<file path="src/rtl/twin_timer_pkg.sv">
package twin_timer_pkg;

  // control/status bit positions (software-visible)
  localparam int BIT_CAPMODE = 0;
  localparam int BIT_DOWN    = 1;
  localparam int BIT_PULSEOE = 2;
  localparam int BIT_CAPEN   = 3;
  localparam int BIT_AUTO    = 4;
  localparam int BIT_PRESET  = 5;
  localparam int BIT_IEN     = 6;
  localparam int BIT_RUN     = 7;
  localparam int BIT_FLAG    = 8;
  localparam int BIT_PAIR    = 9;
  localparam int BIT_JOINT   = 10;
  localparam int CSR_W       = 11;

  // register slots within one timer's window
  localparam int SLOT_W    = 4;
  localparam int SLOT_CSR  = 'h0;
  localparam int SLOT_LOAD = 'h4;
  localparam int SLOT_CNT  = 'h8;

  typedef struct packed {
    logic csrWr;
    logic loadWr;
  } tmrStrobe_t;

endpackage

</file>
<file path="src/rtl/twin_timer_ctrl.sv">
module twin_timer_ctrl
  import twin_timer_pkg::*;
#(
  parameter int NUM_TMR = 2,
  parameter int DATA_W  = 32,
  parameter int ADDR_W  = 5
) (
  input  logic              clk,
  input  logic              rstN,
  input  logic [ADDR_W-1:0] addr,
  input  logic              wrEn,
  input  logic              rdEn,
  input  logic [CSR_W-1:0]  csrAll  [NUM_TMR],
  input  logic [DATA_W-1:0] loadAll [NUM_TMR],
  input  logic [DATA_W-1:0] cntAll  [NUM_TMR],
  output tmrStrobe_t        strb    [NUM_TMR],
  output logic [DATA_W-1:0] rdData
);

  localparam int IDX_W = ADDR_W - SLOT_W;

  logic [IDX_W-1:0]  tmrIdx;
  logic [SLOT_W-1:0] slot;
  logic              idxHit;
  logic [DATA_W-1:0] rdNext;

  assign tmrIdx = addr[ADDR_W-1:SLOT_W];
  assign slot   = addr[SLOT_W-1:0];
  assign idxHit = (int'(tmrIdx) < NUM_TMR);

  always_comb begin
    for (int i = 0; i < NUM_TMR; i++) begin
      strb[i].csrWr  = wrEn && (tmrIdx == IDX_W'(i)) && (slot == SLOT_W'(SLOT_CSR));
      strb[i].loadWr = wrEn && (tmrIdx == IDX_W'(i)) && (slot == SLOT_W'(SLOT_LOAD));
    end
  end

  always_comb begin
    rdNext = '0;
    if (idxHit) begin
      if (slot == SLOT_W'(SLOT_CSR))
        rdNext = DATA_W'(csrAll[tmrIdx]);
      else if (slot == SLOT_W'(SLOT_LOAD))
        rdNext = loadAll[tmrIdx];
      else if (slot == SLOT_W'(SLOT_CNT))
        rdNext = cntAll[tmrIdx];
    end
  end

  always_ff @(posedge clk or negedge rstN) begin
    if (!rstN)     rdData <= '0;
    else if (rdEn) rdData <= rdNext;
  end

endmodule

</file>
<file path="src/rtl/twin_timer_path.sv">
module twin_timer_path
  import twin_timer_pkg::*;
#(
  parameter int DATA_W = 32
) (
  input  logic              clk,
  input  logic              rstN,
  input  tmrStrobe_t        strb,
  input  logic [DATA_W-1:0] wrData,
  output logic [CSR_W-1:0]  csrQ,
  output logic [DATA_W-1:0] loadQ,
  output logic [DATA_W-1:0] cntQ,
  output logic              reqO
);

  logic             running;
  logic             atEnd;
  logic             expire;
  logic [CSR_W-1:0] csrNext;

  assign running = csrQ[BIT_RUN] & ~csrQ[BIT_PRESET];
  assign atEnd   = csrQ[BIT_DOWN] ? (cntQ == '0) : (cntQ == '1);
  assign expire  = running & atEnd;
  assign reqO    = csrQ[BIT_FLAG] & csrQ[BIT_IEN];

  always_comb begin
    csrNext = csrQ;
    if (strb.csrWr) begin
      csrNext           = wrData[CSR_W-1:0];
      csrNext[BIT_FLAG] = csrQ[BIT_FLAG] & ~wrData[BIT_FLAG];
    end else if (expire && !csrQ[BIT_AUTO]) begin
      csrNext[BIT_RUN] = 1'b0;
    end
    if (expire) csrNext[BIT_FLAG] = 1'b1;
  end

  always_ff @(posedge clk or negedge rstN) begin
    if (!rstN) begin
      csrQ  <= '0;
      loadQ <= '0;
      cntQ  <= '0;
    end else begin
      csrQ <= csrNext;
      if (strb.loadWr) loadQ <= wrData;
      if (csrQ[BIT_PRESET]) begin
        cntQ <= loadQ;
      end else if (running) begin
        if (expire) begin
          if (csrQ[BIT_AUTO]) cntQ <= loadQ;
        end else if (csrQ[BIT_DOWN]) begin
          cntQ <= cntQ - DATA_W'(1);
        end else begin
          cntQ <= cntQ + DATA_W'(1);
        end
      end
    end
  end

endmodule

</file>
<file path="src/rtl/twin_timer.sv">
module twin_timer
  import twin_timer_pkg::*;
#(
  parameter int  NUM_TMR = 2,
  parameter int  DATA_W  = 32,
  localparam int ADDR_W  = $clog2(NUM_TMR) + SLOT_W
) (
  input  logic              clk,
  input  logic              rstN,
  input  logic [ADDR_W-1:0] addr,
  input  logic              wrEn,
  input  logic [DATA_W-1:0] wrData,
  input  logic              rdEn,
  output logic [DATA_W-1:0] rdData,
  output logic              irq
);

  tmrStrobe_t        strb    [NUM_TMR];
  logic [CSR_W-1:0]  csrAll  [NUM_TMR];
  logic [DATA_W-1:0] loadAll [NUM_TMR];
  logic [DATA_W-1:0] cntAll  [NUM_TMR];
  logic [NUM_TMR-1:0] reqVec;

  twin_timer_ctrl #(.NUM_TMR(NUM_TMR), .DATA_W(DATA_W), .ADDR_W(ADDR_W)) u_ctrl (
    .clk(clk), .rstN(rstN), .addr(addr), .wrEn(wrEn), .rdEn(rdEn),
    .csrAll(csrAll), .loadAll(loadAll), .cntAll(cntAll),
    .strb(strb), .rdData(rdData)
  );

  for (genvar g = 0; g < NUM_TMR; g++) begin : g_tmr
    twin_timer_path #(.DATA_W(DATA_W)) u_path (
      .clk(clk), .rstN(rstN), .strb(strb[g]), .wrData(wrData),
      .csrQ(csrAll[g]), .loadQ(loadAll[g]), .cntQ(cntAll[g]), .reqO(reqVec[g])
    );
  end

  assign irq = |reqVec;

endmodule

</file>
<file path="config.mk">
export PLATFORM = sky130hd
export DESIGN_NAME = twin_timer
export DESIGN_NICKNAME = d
export VERILOG_FILES = /design/src/rtl/twin_timer_pkg.sv /design/src/rtl/twin_timer_ctrl.sv /design/src/rtl/twin_timer_path.sv /design/src/rtl/twin_timer.sv
export SDC_FILE = /design/constraint.sdc
export NUM_CORES = 1
export LEC_CHECK = 0
export ABC_AREA = 1
export CORE_ASPECT_RATIO = 0.6
export CORE_UTILIZATION = 59
export DETAILED_ROUTE_END_ITERATION = 7
export DONT_BUFFER_PORTS = 1
export PLACE_DENSITY = 0.75
export SLEW_MARGIN = 20
export SYNTH_ARGS = -nofsm -noshare
export SYNTH_HDL_FRONTEND = slang
export SYNTH_SLANG_ARGS = --single-unit
</file>
<file path="constraint.sdc">
create_clock -name clk -period 7.2 [get_ports clk]
set_input_delay 0.72 -clock clk [delete_from_list [all_inputs] [get_ports clk]]
set_output_delay 0.72 -clock clk [all_outputs]
set_load 0.05 [all_outputs]
</file>
[Word-level counts from Yosys, hierarchy flattened]
Cells that the tools add are included.
Operators by class
  $add $sub $neg: 4
  order comparisons: 1
  eq/ne operators: 6
  mux-type cells: 32
  bitwise logic cells: 13
  reductions and logical operators: 22
Operators with widths (number)
  32-bit two-way mux: 19
  32-bit by 1-bit adder with 32-bit output, second input constant: 2
  32-bit == test, second input constant: 2
  32-bit zero test: 2
  32-bit by 1-bit subtractor with 32-bit output, second input constant: 2
  11-bit two-way mux: 3
  2-bit nonzero test: 6
  1-bit two-way mux: 10
  1-bit bitwise AND: 8
  1-bit logical AND: 8
  3-bit by 1-bit != test with 1-bit output, second input constant: 2
  4-bit by 3-bit == test with 1-bit output, second input constant: 1
  4-bit == test, second input constant: 1
  4-bit zero test: 1
  1-bit NOT: 4
  2-bit AND reduction: 2
  2-bit >= comparator, second input constant: 1
  1-bit zero test: 2
  1-bit NOT with 2-bit output: 1
  2-bit OR reduction: 1
Word-level totals
  register bits after elaboration: 182
  input bits: 41
  logic and storage cells: 89

[Depth between registers and ports, before layout]
Gate-level depths: netlist of the first run.
  depth after elaboration: 7
  depth in mapped cells: 15

[Modules after synthesis]
Synthesis of the first run repeated with hierarchy kept, for this count alone.
Unflattened totals
  cell total of the unflattened synthesis: 2490
  area, all modules: 14724.1 um^2
Modules (own cells, without submodules)
  twin_timer_path: times used 2, cells each 982, area each 5978.2 um^2, seq. area each 1876.8 um^2
  twin_timer_ctrl: times used 1, cells each 523, area each 2756.4 um^2, seq. area each 800.8 um^2
  twin_timer: times used 1, cells each 3, area each 11.3 um^2, seq. area each 0.0 um^2

[Least setup slack after synthesis of the first run]
No wires, ideal clock.
  path type: register to register
  start point: reg g_tmr[1].u_path.csrQ[1]
  end point: reg g_tmr[1].u_path.cntQ[31]
  data arrival time: 2284 ps
  data required time: 7084 ps
  path slack: 4800 ps
  cell stages (with the launch flop): 14
  buffers on the path: 0
  clock period less this slack: 2400 ps
  cell sequence: dfrtp_1 -> ha_1 -> nand2_1 -> nand3_1 -> nand2_1 -> nand2_1 -> nand2_1 -> nand2_1 -> nand2_1 -> nand2_1 -> nand2_1 -> nand3_1 -> nand2_1 -> nand2_1
On the way
  longest elaborated chain between the ends: 5
  elaborated cells on any way between the ends: 8
  those cells by class: eq/ne: 1; mux: 5; bitwise: 1; reduce/logical: 1
Ends and longest elaborated chain
  start, declared: RTL line twin_timer_path.sv:10  | output logic [CSR_W-1:0] csrQ,
  start signal, assigned: RTL line twin_timer_path.sv:43  | csrQ <= csrNext;
  1-bit two-way mux: RTL line twin_timer_path.sv:22  | assign atEnd = csrQ[BIT_DOWN] ? (cntQ == '0) : (cntQ == '1);
  1-bit bitwise AND: RTL line twin_timer_path.sv:23  | assign expire = running & atEnd;
  32-bit two-way mux: RTL line twin_timer_path.sv:48  | if (expire) begin
  32-bit two-way mux: RTL line twin_timer_path.sv:47  | end else if (running) begin
  32-bit two-way mux: RTL line twin_timer_path.sv:45  | if (csrQ[BIT_PRESET]) begin
  end signal, assigned: RTL line twin_timer_path.sv:46  | cntQ <= loadQ;
  end signal, assigned: RTL line twin_timer_path.sv:49  | if (csrQ[BIT_AUTO]) cntQ <= loadQ;
  end signal, assigned: RTL line twin_timer_path.sv:51  | cntQ <= cntQ - DATA_W'(1);
  end, declared: RTL line twin_timer_path.sv:12  | output logic [DATA_W-1:0] cntQ,
Parallel ways exist; a longest one is shown, timed or not. The select of a mux whose other input is x is not followed.
A chain may end at the register's enable or synchronous reset.

[Worst setup path after layout of the first run]
  start point: reg g_tmr[1].u_path.csrQ[1]
  end point: reg g_tmr[1].u_path.cntQ[19]
Same word-level chain as after synthesis.

==> flow_metrics.env, run 1 <==
export IMPL_seqPwrFrac=0.317
export IMPL_placed_cells=2616
export IMPL_rsz0062_at_grt="no"
export IMPL_syn_num_nets=2466
export IMPL_synthMuxAreaShare=0.00380
export IMPL_power_density_nw_per_um2=355
export IMPL_die_x_um=204
export IMPL_timing_final_crit_share=0.420
export IMPL_grt_util_all_layers=0.392
export IMPL_place_hpwl_mm=38.1
export IMPL_vias_per_cell=5.68
export IMPL_period_needed_ns=3.03
export IMPL_post_cts_buffers=0
export IMPL_p_sw_frac=0.485
export IMPL_yosysSeqAreaShare=0.315
export IMPL_synth_compound_area_frac=0.103
export IMPL_port_buffers=0
export IMPL_cp_buffers_inverters=2
export IMPL_drtIter0Drc=2198
export IMPL_p_clk_frac=0.184
export IMPL_critPathLaunchType="flip-flop"
export IMPL_tritoncts="yes"
export IMPL_die_area_um2=25200
export IMPL_yosysTopAreaCell="dfrtp_1"
export IMPL_synthSimpleGateAreaFrac=0.384
export IMPL_cap_violations=0
export IMPL_timing_rr_start="g_tmr[1].u_path.csrQ[1]$_DFFE_PN0P_"
export IMPL_synth_seq_cells=182
export IMPL_wl_mm=49.0
export IMPL_ir_drop_uv=194
export IMPL_drtPass1Iterations=5
export IMPL_yosys_warnings=0
export IMPL_grt_overflow=0
export IMPL_wl_per_cell_um=18.5
export IMPL_synth_top_family_by_area="simple AND/OR/NAND/NOR gates"
export IMPL_combPwrFrac=0.499
export IMPL_internal_power_uw=2770
export IMPL_synth_area_leaders="dfrtp_1 (31%), nand2_1 (26%), inv_1 (9.0%), ha_1 (5.2%), o21ai_0 (4.8%)"
export IMPL_setup_violations=0
export IMPL_status="complete, no violations"
export IMPL_max_slew_margin_rel=0.318
export IMPL_worstSetupStartpoint="g_tmr[1].u_path.csrQ[1]$_DFFE_PN0P_"
export IMPL_crit_reg2reg_capture="g_tmr[1].u_path.cntQ[19]$_DFFE_PN0P_"
export IMPL_final_area_um2=15100
export IMPL_cts_hold_buf=1
export IMPL_cpPeakStageDelay_ns=0.56
export IMPL_synth_xor_area_frac=0.0194
export IMPL_nets=2424
export IMPL_ant_nets=0
export IMPL_synth_distinct_cells=38
export IMPL_grt_pass1_wl_mm=73.8
export IMPL_diodes=0
export IMPL_cts_sinks=182
export IMPL_fin_setup_tns_ns=0
export IMPL_synth_area_um2=14500
export IMPL_worstMarginPinSlew_ns=1.02
export IMPL_core_area_um2=23600
export IMPL_p_sw_uw=2610
export IMPL_criticalPathCategory="reg -> reg"
export IMPL_cp_max_fo=37
export IMPL_r2r_setup_slack_ns=4.17
export IMPL_layout_drive_gt1_share=0.0326
export IMPL_arrival_ns=3.36
export IMPL_routabilityCongestion=1.01
export IMPL_reg2reg_depth=13
export IMPL_critical_path_slowest_cell="nor2_1"
export IMPL_critPathRequiredTime_ns=7.53
export IMPL_clk_pin_slew_ns=0.07
export IMPL_min_path_type="in -> async"
export IMPL_antenna_found_initial=1
export IMPL_path_delay_family="simple AND/OR/NAND/NOR gates"
export IMPL_clock_skew_ns=0.0105
export IMPL_crit_chain="buf_4 > ha_1 > nand2_1 > inv_1 > nand2_1 > nor2_1 > nand4_1 > nand3_1 > nand2_1 > nand2_1 > nand2_1 > nand3_1 > nand2_1"
export IMPL_ios=74
export IMPL_insertion_delay_ns=0.45
export IMPL_syn_inst=2363
export IMPL_die_h_um=123
export IMPL_syn2layout_area_growth_pct=4.62
export IMPL_final_cells=2649
export IMPL_grt_max_degree=183
export IMPL_hold_viol=0
export IMPL_timing_fmax_ghz=0.330
export IMPL_cts_htree_levels=4
export IMPL_clock_root_buffer="clkbuf_16"
export IMPL_grt_pass1_vias=13100
export IMPL_synth_top_area_share=0.315
export IMPL_end_kind="flip-flop"
export IMPL_synthAdderAreaFrac=0.0546
export IMPL_slew_viol_final=0
export IMPL_avgSynthCellArea_um2=6.13
export IMPL_cts_buffers=17
export IMPL_post_dp_cell_area_um2=14500
export IMPL_via_count=15000
export IMPL_route_detailed_drc=0
export IMPL_post_cts_resized=0
export IMPL_cpMostUsedCell="nand2_1"
export IMPL_rows=43
export IMPL_cts_buffer_depth=2
export IMPL_initial_utilization=0.614
export IMPL_p_leak_uw=0.00821
-- registers in the layout (all words and copies together) (netlist names) --
register and count:
g_tmr.u_path.csrQ 22, g_tmr.u_path.loadQ 64, g_tmr.u_path.cntQ 64, u_ctrl.rdData 32
-- cells in the final DEF (no fill, tap or decap), drive strengths merged --
master    synthesis  routed
mux2i             1       1
bufinv            0       3
clkinvlp          0       2
clkbuf           32      24
dfrtp           182     182
a221oi            1       1
nor3             16      16
clkinv            1       5
inv             353     352
nor2            169     169
xor2              1       1
a21oi            92      92
o21bai            4       4
o21ai           173     173
fa                2       2
mux2              4       4
buf              34       5
and3              4       4
ha               60      60
o31ai             1       1
nand3           131     131
nand2          1024    1024
a22o             13      13
nand3b            5       5
nand4            26      26
xnor2            31      31
a21o              1       1
and2              2       2
-- final cells by class --
cell class	count	area [µm²]
Sequential cell	182	4550
Clock inverter	8	120
Fill cell	2295	8420
Multi-Input combinational cell	1761	8200
Timing Repair Buffer	5	57.6
Inverter	354	1330
Tap cell	315	394
Clock buffer	24	492
-- cells in the mapped netlist (all sizes together) --
| library cell | instances |
|---|---|
| nand2 | 1024 |
| xor2 | 1 |
| o21ai | 173 |
| nand3 | 131 |
| a221oi | 1 |
| nor2 | 169 |
| a21o | 1 |
| nand3b | 5 |
| o31ai | 1 |
| a22o | 13 |
| and2 | 2 |
| dfrtp | 182 |
| clkinv | 1 |
| o21bai | 4 |
| xnor2 | 31 |
| nor3 | 16 |
| and3 | 4 |
| buf | 34 |
| nand4 | 26 |
| fa | 2 |
| mux2i | 1 |
| clkbuf | 32 |
| inv | 353 |
| ha | 60 |
| mux2 | 4 |
| a21oi | 92 |
-- metal layers --
| layer | global-route usage | vias to the layer above | share of wire |
|---|---|---|---|
| met1 | 0.616 | 6983 | 0.48 |
| met3 | 0.117 | 43 | 0.13 |
| met5 | 0 | - | 0 |
| met4 | 0.0653 | 0 | 0.0082 |
| li1 | - | 7254 | - |
| met2 | 0.522 | 765 | 0.39 |
-- through the flow --
| stage | hold slack, ns | setup WS (ns) | utilization | total power [µW] |
|---|---|---|---|---|
| global placement | 0.428 | 4.23 | 0.615 | 4200 |
| floorplan | 0.424 | 4.80 | - | 3630 |
| detailed placement | 0.428 | 4.14 | 0.615 | 4280 |
| CTS | 0.372 | 4.45 | 0.642 | 5290 |
| global route | 0.378 | 4.06 | 0.643 | 5770 |
| finish | 0.253 | 4.17 | 0.643 | 5380 |
-- cells by family after synthesis --
group | Yosys count
and+or+nand+nor | 1377
buffers and inverters | 420
AOI/OAI and AO/OA | 285
DFF | 182
adders and majority gates | 62
xor gates and xnor gates | 32
muxes | 5
-- worst max-delay path by stage --
stage	end	slack, ns	cells after the start
finish	g_tmr[1].u_path.cntQ[19]$_DFFE_PN0P_	4.17	13
global route	g_tmr[0].u_path.cntQ[11]$_DFFE_PN0P_	4.06	11
CTS	g_tmr[1].u_path.cntQ[19]$_DFFE_PN0P_	4.45	13
detailed placement	g_tmr[0].u_path.loadQ[28]$_DFFE_PN0P_	4.14	5
global placement	g_tmr[1].u_path.loadQ[27]$_DFFE_PN0P_	4.23	5
floorplan	g_tmr[1].u_path.cntQ[31]$_DFFE_PN0P_	4.80	13
-- power by group through the flow --
stage	combinational, µW	sequential [µW]	clock, µW
2_1_floorplan	2040	1580	0
4_1_cts	2620	1680	991
3_3_place_gp	2500	1700	0
5_1_grt	3020	1730	1030
6_report	2690	1700	991
3_5_place_dp	2580	1700	0
No activity file was read; power rests on OpenSTA's default activity.
==> inputs of run 2 (changes only) <==
clock period = 2.95 ns   (was 7.2 ns; I/O delays follow)
==> flow_metrics.env, run 2 (synthesis gave the netlist of run 1 again) <==
export IMPL_tritoncts="yes"
export IMPL_cap_violations=0
export IMPL_min_path_type="in -> async"
export IMPL_max_slew_margin_rel=0.509
export IMPL_wl_mm=50.4
export IMPL_timing_rr_start="g_tmr[0].u_path.csrQ[1]$_DFFE_PN0P_"
export IMPL_rsz0062_at_grt="no"
export IMPL_routabilityCongestion=1.07
export IMPL_fin_setup_tns_ns=0
export IMPL_status="finished with violations"
export IMPL_grt_max_degree=183
export IMPL_layout_drive_gt1_share=0.0416
export IMPL_grt_overflow=0
export IMPL_clock_root_buffer="clkbuf_16"
export IMPL_final_util=0.652
export IMPL_cts_sinks=182
export IMPL_period_needed_ns=2.83
export IMPL_wl_met2_mm=19.3
export IMPL_arrival_ns=3.18
export IMPL_post_dp_cell_area_um2=14700
export IMPL_multi_input_area_um2=8200
export IMPL_grt_pass1_vias=13600
export IMPL_final_common_cell="nand2_1"
export IMPL_ios=74
export IMPL_ir_drop_uv=531
export IMPL_nets=2446
export IMPL_via_count=15300
export IMPL_pre_cts_ws_ns=0.0279
export IMPL_critPathLaunchType="flip-flop"
export IMPL_cts_buffer_depth=2
export IMPL_die_x_um=204
export IMPL_criticalPathCategory="reg -> reg"
export IMPL_cts_hold_buf=7
export IMPL_fillers=2258
export IMPL_final_cells=2672
export IMPL_syn2layout_area_growth_pct=6.11
export IMPL_placed_cells=2632
export IMPL_worstSetupStartpoint="g_tmr[0].u_path.csrQ[1]$_DFFE_PN0P_"
export IMPL_dr_max_layer_used="met4"
export IMPL_setup_ws_ns=0.116
export IMPL_p_leak_uw=0.00830
export IMPL_timing_fmax_ghz=0.353
export IMPL_drtIter0Drc=2170
export IMPL_reg_top3="g_tmr.u_path.cntQ x64, g_tmr.u_path.loadQ x64, u_ctrl.rdData x32"
export IMPL_final_area_um2=15400
export IMPL_critical_path_slowest_cell="dfrtp_2"
export IMPL_met3_wirelength_mm=6.67
export IMPL_die_h_um=123
export IMPL_wirelength_met1_mm=23.5
export IMPL_drtPass1Iterations=6
export IMPL_grt_util_all_layers=0.407
export IMPL_grt_pass1_wl_mm=76.7
export IMPL_hold_viol=182
export IMPL_critPathRequiredTime_ns=3.30
export IMPL_worstMarginPinSlew_ns=0.735
export IMPL_port_buffers=0
export IMPL_cpPeakStageDelay_ns=0.58
export IMPL_setup_violations=0
export IMPL_timing_final_crit_share=0.961
export IMPL_place_hpwl_mm=38.0
export IMPL_cts_buffers=17
export IMPL_holdWs_ns=-0.477
export IMPL_end_kind="flip-flop"
export IMPL_rows=43
export IMPL_antenna_found_initial=1
export IMPL_vias_per_cell=5.72
export IMPL_ff_latch_area_um2=4560
export IMPL_clock_skew_ns=0.0163
export IMPL_route_detailed_drc=0
export IMPL_violations="hold timing"
export IMPL_crit_chain="buf_12 > ha_1 > nand2_1 > inv_1 > nand2_1 > nor3_1 > and2_1 > nand2_1 > nand3_1 > nand3_1 > nand2_1 > nand2_1"
export IMPL_initial_utilization=0.614
export IMPL_insertion_delay_ns=0.46
export IMPL_cpMostUsedCell="nand2_1"
export IMPL_ant_nets=0
export IMPL_core_area_um2=23600
export IMPL_wl_per_cell_um=18.9
export IMPL_clk_pin_slew_ns=0.08
export IMPL_power_density_nw_per_um2=866
export IMPL_slew_viol_final=0
export IMPL_cts_htree_levels=4
export IMPL_layout_common_cells="nand2_1 (995), inv_1 (345), dfrtp_1 (181), nor2_1 (166), o21ai_0 (140)"
export IMPL_cp_max_fo=19
export IMPL_die_area_um2=25200
run 2: cell types whose count changed in the layout (fill, tap and decap cells not counted), sizes merged:
| cell | before | now |
|---|---|---|
| buf | 5 | 21 |
| clkinv | 5 | 4 |
| clkbuf | 24 | 18 |
| bufinv | 3 | 2 |
| diode | 0 | 1 |
| dlygate4sd3 | 0 | 6 |
| inv | 352 | 360 |
run 2: power by group:
part	internal, µW	total, µW	switching (µW)
logic	2280	6700	4410
registers	3140	4190	1050
clock network	1280	2410	1140
total	6700	13300	6600
run 2: critical path, delay by kind of cell (launching register included):
family / cells / cell delay (ns)
adder cells (fa/ha/maj): 1 / 0.39
buffers and inverters: 2 / 0.33
AND/OR/NAND/NOR: 9 / 1.41
flip-flops: 1 / 0.58
run 2: stage by stage:
step	hold WS (ns)	total power, µW
2_1_floorplan	-0.000591	8850
3_3_place_gp	0.00308	10500
3_5_place_dp	0.00276	10600
4_1_cts	-0.487	13100
5_1_grt	-0.491	14300
6_report	-0.477	13300
run 2: worst paths after layout:
check / slack, ns / end / depth (start not counted)
worst max-delay path: 0.12 / g_tmr[0].u_path.cntQ[27]$_DFFE_PN0P_ / 12
worst min-delay path: -0.48 / u_ctrl.rdData[1]$_DFFE_PN0P_ / 0
worst max register to register: 0.12 / g_tmr[0].u_path.cntQ[27]$_DFFE_PN0P_ / 12
worst min register to register: 0.49 / g_tmr[0].u_path.loadQ[8]$_DFFE_PN0P_ / 2
max in group asynchronous: 3.09 / g_tmr[0].u_path.cntQ[30]$_DFFE_PN0P_ / 0
min in group clk: 0.02 / g_tmr[0].u_path.loadQ[26]$_DFFE_PN0P_ / 2
run 2: metal layers:
metal | vias up | GRT usage
met5 | - | 0
met4 | 0 | 0.0928
met3 | 83 | 0.127
met2 | 888 | 0.545
met1 | 7014 | 0.623
li1 | 7299 | -
run 2: what timing repair did:
item,CTS,global route
gates resized for setup,0,4
endpoints found under the setup margin,0,8
endpoints found under the hold margin,218,182
buffers inserted,0,0
run 2: area by class of cell:
type | instances | share of cell area
timing repair buffer | 27 | 0.0191
clock buffer | 18 | 0.0279
clock inverter | 14 | 0.0106
tap | 315 | 0.0257
inverter | 354 | 0.0865
multi-input combinational | 1761 | 0.534
antenna | 1 | 0.000163
sequential | 182 | 0.297
==> inputs of run 3 (changes only) <==
CORE_UTILIZATION = 28   (was 59)
PLACE_DENSITY = default   (was 0.75)
==> flow_metrics.env, run 3 (synthesis gave the netlist of run 1 again) <==
export IMPL_insertion_delay_ns=0.47
export IMPL_layout_drive_gt1_share=0.0403
export IMPL_grt_max_degree=183
export IMPL_period_needed_ns=2.78
export IMPL_final_common_cell="nand2_1"
export IMPL_cts_hold_buf=13
export IMPL_holdWs_ns=-0.477
export IMPL_combPwrFrac=0.499
export IMPL_core_area_um2=51000
export IMPL_min_path_type="in -> async"
export IMPL_route_detailed_drc=0
export IMPL_rsz0062_at_grt="no"
export IMPL_slew_viol_final=0
export IMPL_multi_input_area_um2=8190
export IMPL_cts_sinks=182
export IMPL_cts_buffer_depth=2
export IMPL_die_x_um=296
export IMPL_status="finished with violations"
export IMPL_max_slew_margin_rel=0.432
export IMPL_timing_fmax_ghz=0.360
export IMPL_internal_power_uw=6780
export IMPL_grt_pass1_vias=13200
export IMPL_tritoncts="yes"
export IMPL_worstMarginPinSlew_ns=0.852
export IMPL_grt_util_all_layers=0.208
export IMPL_p_sw_frac=0.501
export IMPL_final_util=0.311
export IMPL_criticalPathCategory="reg -> reg"
export IMPL_timing_final_crit_share=0.941
export IMPL_ios=74
export IMPL_rows=64
export IMPL_p_leak_uw=0.00832
export IMPL_hold_viol=182
export IMPL_critPathRequiredTime_ns=3.31
export IMPL_antenna_found_initial=0
export IMPL_initial_utilization=0.284
export IMPL_ff_latch_area_um2=4550
export IMPL_nets=2450
export IMPL_vias_per_cell=4.84
export IMPL_p_sw_uw=6810
export IMPL_final_cells=3053
export IMPL_wl_mm=54.0
export IMPL_fillers=5735
export IMPL_drtIter0Drc=1745
export IMPL_layout_common_cells="nand2_1 (995), inv_1 (345), dfrtp_1 (182), nor2_1 (167), o21ai_0 (140)"
export IMPL_arrival_ns=3.14
export IMPL_post_cts_buffers=0
export IMPL_place_hpwl_mm=41.2
export IMPL_worstSetupStartpoint="g_tmr[0].u_path.csrQ[1]$_DFFE_PN0P_"
export IMPL_p_clk_frac=0.184
export IMPL_violations="hold timing"
export IMPL_port_buffers=0
export IMPL_diodes=0
export IMPL_seqPwrFrac=0.317
export IMPL_setup_violations=0
export IMPL_via_count=14800
export IMPL_clk_pin_slew_ns=0.08
export IMPL_clock_root_buffer="clkbuf_16"
export IMPL_cts_buffers=17
export IMPL_power_density_nw_per_um2=856
export IMPL_critPathLaunchType="flip-flop"
export IMPL_grt_overflow=0
export IMPL_grt_pass1_wl_mm=81.9
export IMPL_cts_htree_levels=4
export IMPL_end_kind="flip-flop"
export IMPL_drtPass1Iterations=7
export IMPL_cap_violations=0
export IMPL_timing_rr_start="g_tmr[0].u_path.csrQ[1]$_DFFE_PN0P_"
export IMPL_reg_top3="g_tmr.u_path.cntQ x64, g_tmr.u_path.loadQ x64, u_ctrl.rdData x32"
export IMPL_placed_cells=3008
export IMPL_cp_max_fo=25
export IMPL_wl_per_cell_um=17.7
export IMPL_die_area_um2=52600
export IMPL_ant_nets=0
export IMPL_routabilityCongestion=0.968
export IMPL_die_h_um=178
export IMPL_syn2layout_area_growth_pct=9.64
export IMPL_clock_skew_ns=0.0136
export IMPL_ir_drop_uv=466
## run 3: power groups by stage
stage / Combinational [µW] / Sequential, µW / Clock (µW)
after floorplan: 4990 / 3860 / 0
final: 6780 / 4300 / 2500
after CTS: 6630 / 4270 / 2530
after global placement: 6590 / 4330 / 0
after detailed placement: 6570 / 4310 / 0
after global routing: 7620 / 4380 / 2630
## run 3: cell type report
| type | instances | area share |
|---|---|---|
| timing repair buffer | 31 | 0.0205 |
| sequential | 182 | 0.287 |
| tap | 693 | 0.0546 |
| clock inverter | 14 | 0.0110 |
| inverter | 354 | 0.0837 |
| multi-input combinational | 1761 | 0.516 |
| clock buffer | 18 | 0.0270 |
## run 3: path summary, 6_finish.rpt
kind	end	slack (ns)	cells past startpoint
setup / recovery	g_tmr[0].u_path.cntQ[23]$_DFFE_PN0P_	0.17	14
hold / removal	g_tmr[0].u_path.csrQ[10]$_DFFE_PN0P_	-0.48	0
setup reg to reg	g_tmr[0].u_path.cntQ[23]$_DFFE_PN0P_	0.17	14
hold reg to reg	g_tmr[1].u_path.csrQ[3]$_DFFE_PN0P_	0.49	2
max in group asynchronous	u_ctrl.rdData[31]$_DFFE_PN0P_	2.88	0
min in group clk	g_tmr[1].u_path.loadQ[31]$_DFFE_PN0P_	0.03	2
## run 3: what timing repair did
action	4_1_cts	5_1_grt
gates resized for setup	0	2
endpoints found under the hold margin	232	182
setup endpoints to repair	0	3
## run 3: worst max-delay path, stage by stage (launching register included)
cell and delay [ns]:
dfrtp_1 0.50, buf_12 0.22, buf_4 0.18, ha_1 0.38, nand2_1 0.16, nor2_1 0.22, nand2_1 0.15, inv_1 0.13
nand3_1 0.19, nand3_1 0.12, nand2_1 0.05, nand2_1 0.11, nand2_1 0.07, nand3_1 0.09, nand2_1 0.06
## run 3: routing by layer
metal / vias up / track usage / wire length, µm
met4: 0 / 0.0423 / 720
met5: - / 0 / 0
li1: 7287 / - / -
met1: 6838 / 0.342 / 28500
met2: 621 / 0.257 / 19300
met3: 39 / 0.0525 / 5550
## run 3: metrics by stage
stage / hold WS, ns / cell area [µm²] / setup TNS [ns] / worst slack (ns) / power, µW
4_1_cts: -0.495 / 15900 / 0 / 0.216 / 13400
6_report: -0.477 / 15900 / 0 / 0.175 / 13600
3_3_place_gp: 0.00825 / 15100 / -0.161 / -0.161 / 10900
3_5_place_dp: 0.00661 / 15100 / -0.0560 / -0.0560 / 10900
2_1_floorplan: -0.000591 / 14500 / 0 / 0.550 / 8850
5_1_grt: -0.496 / 15900 / 0 / 0.0182 / 14600
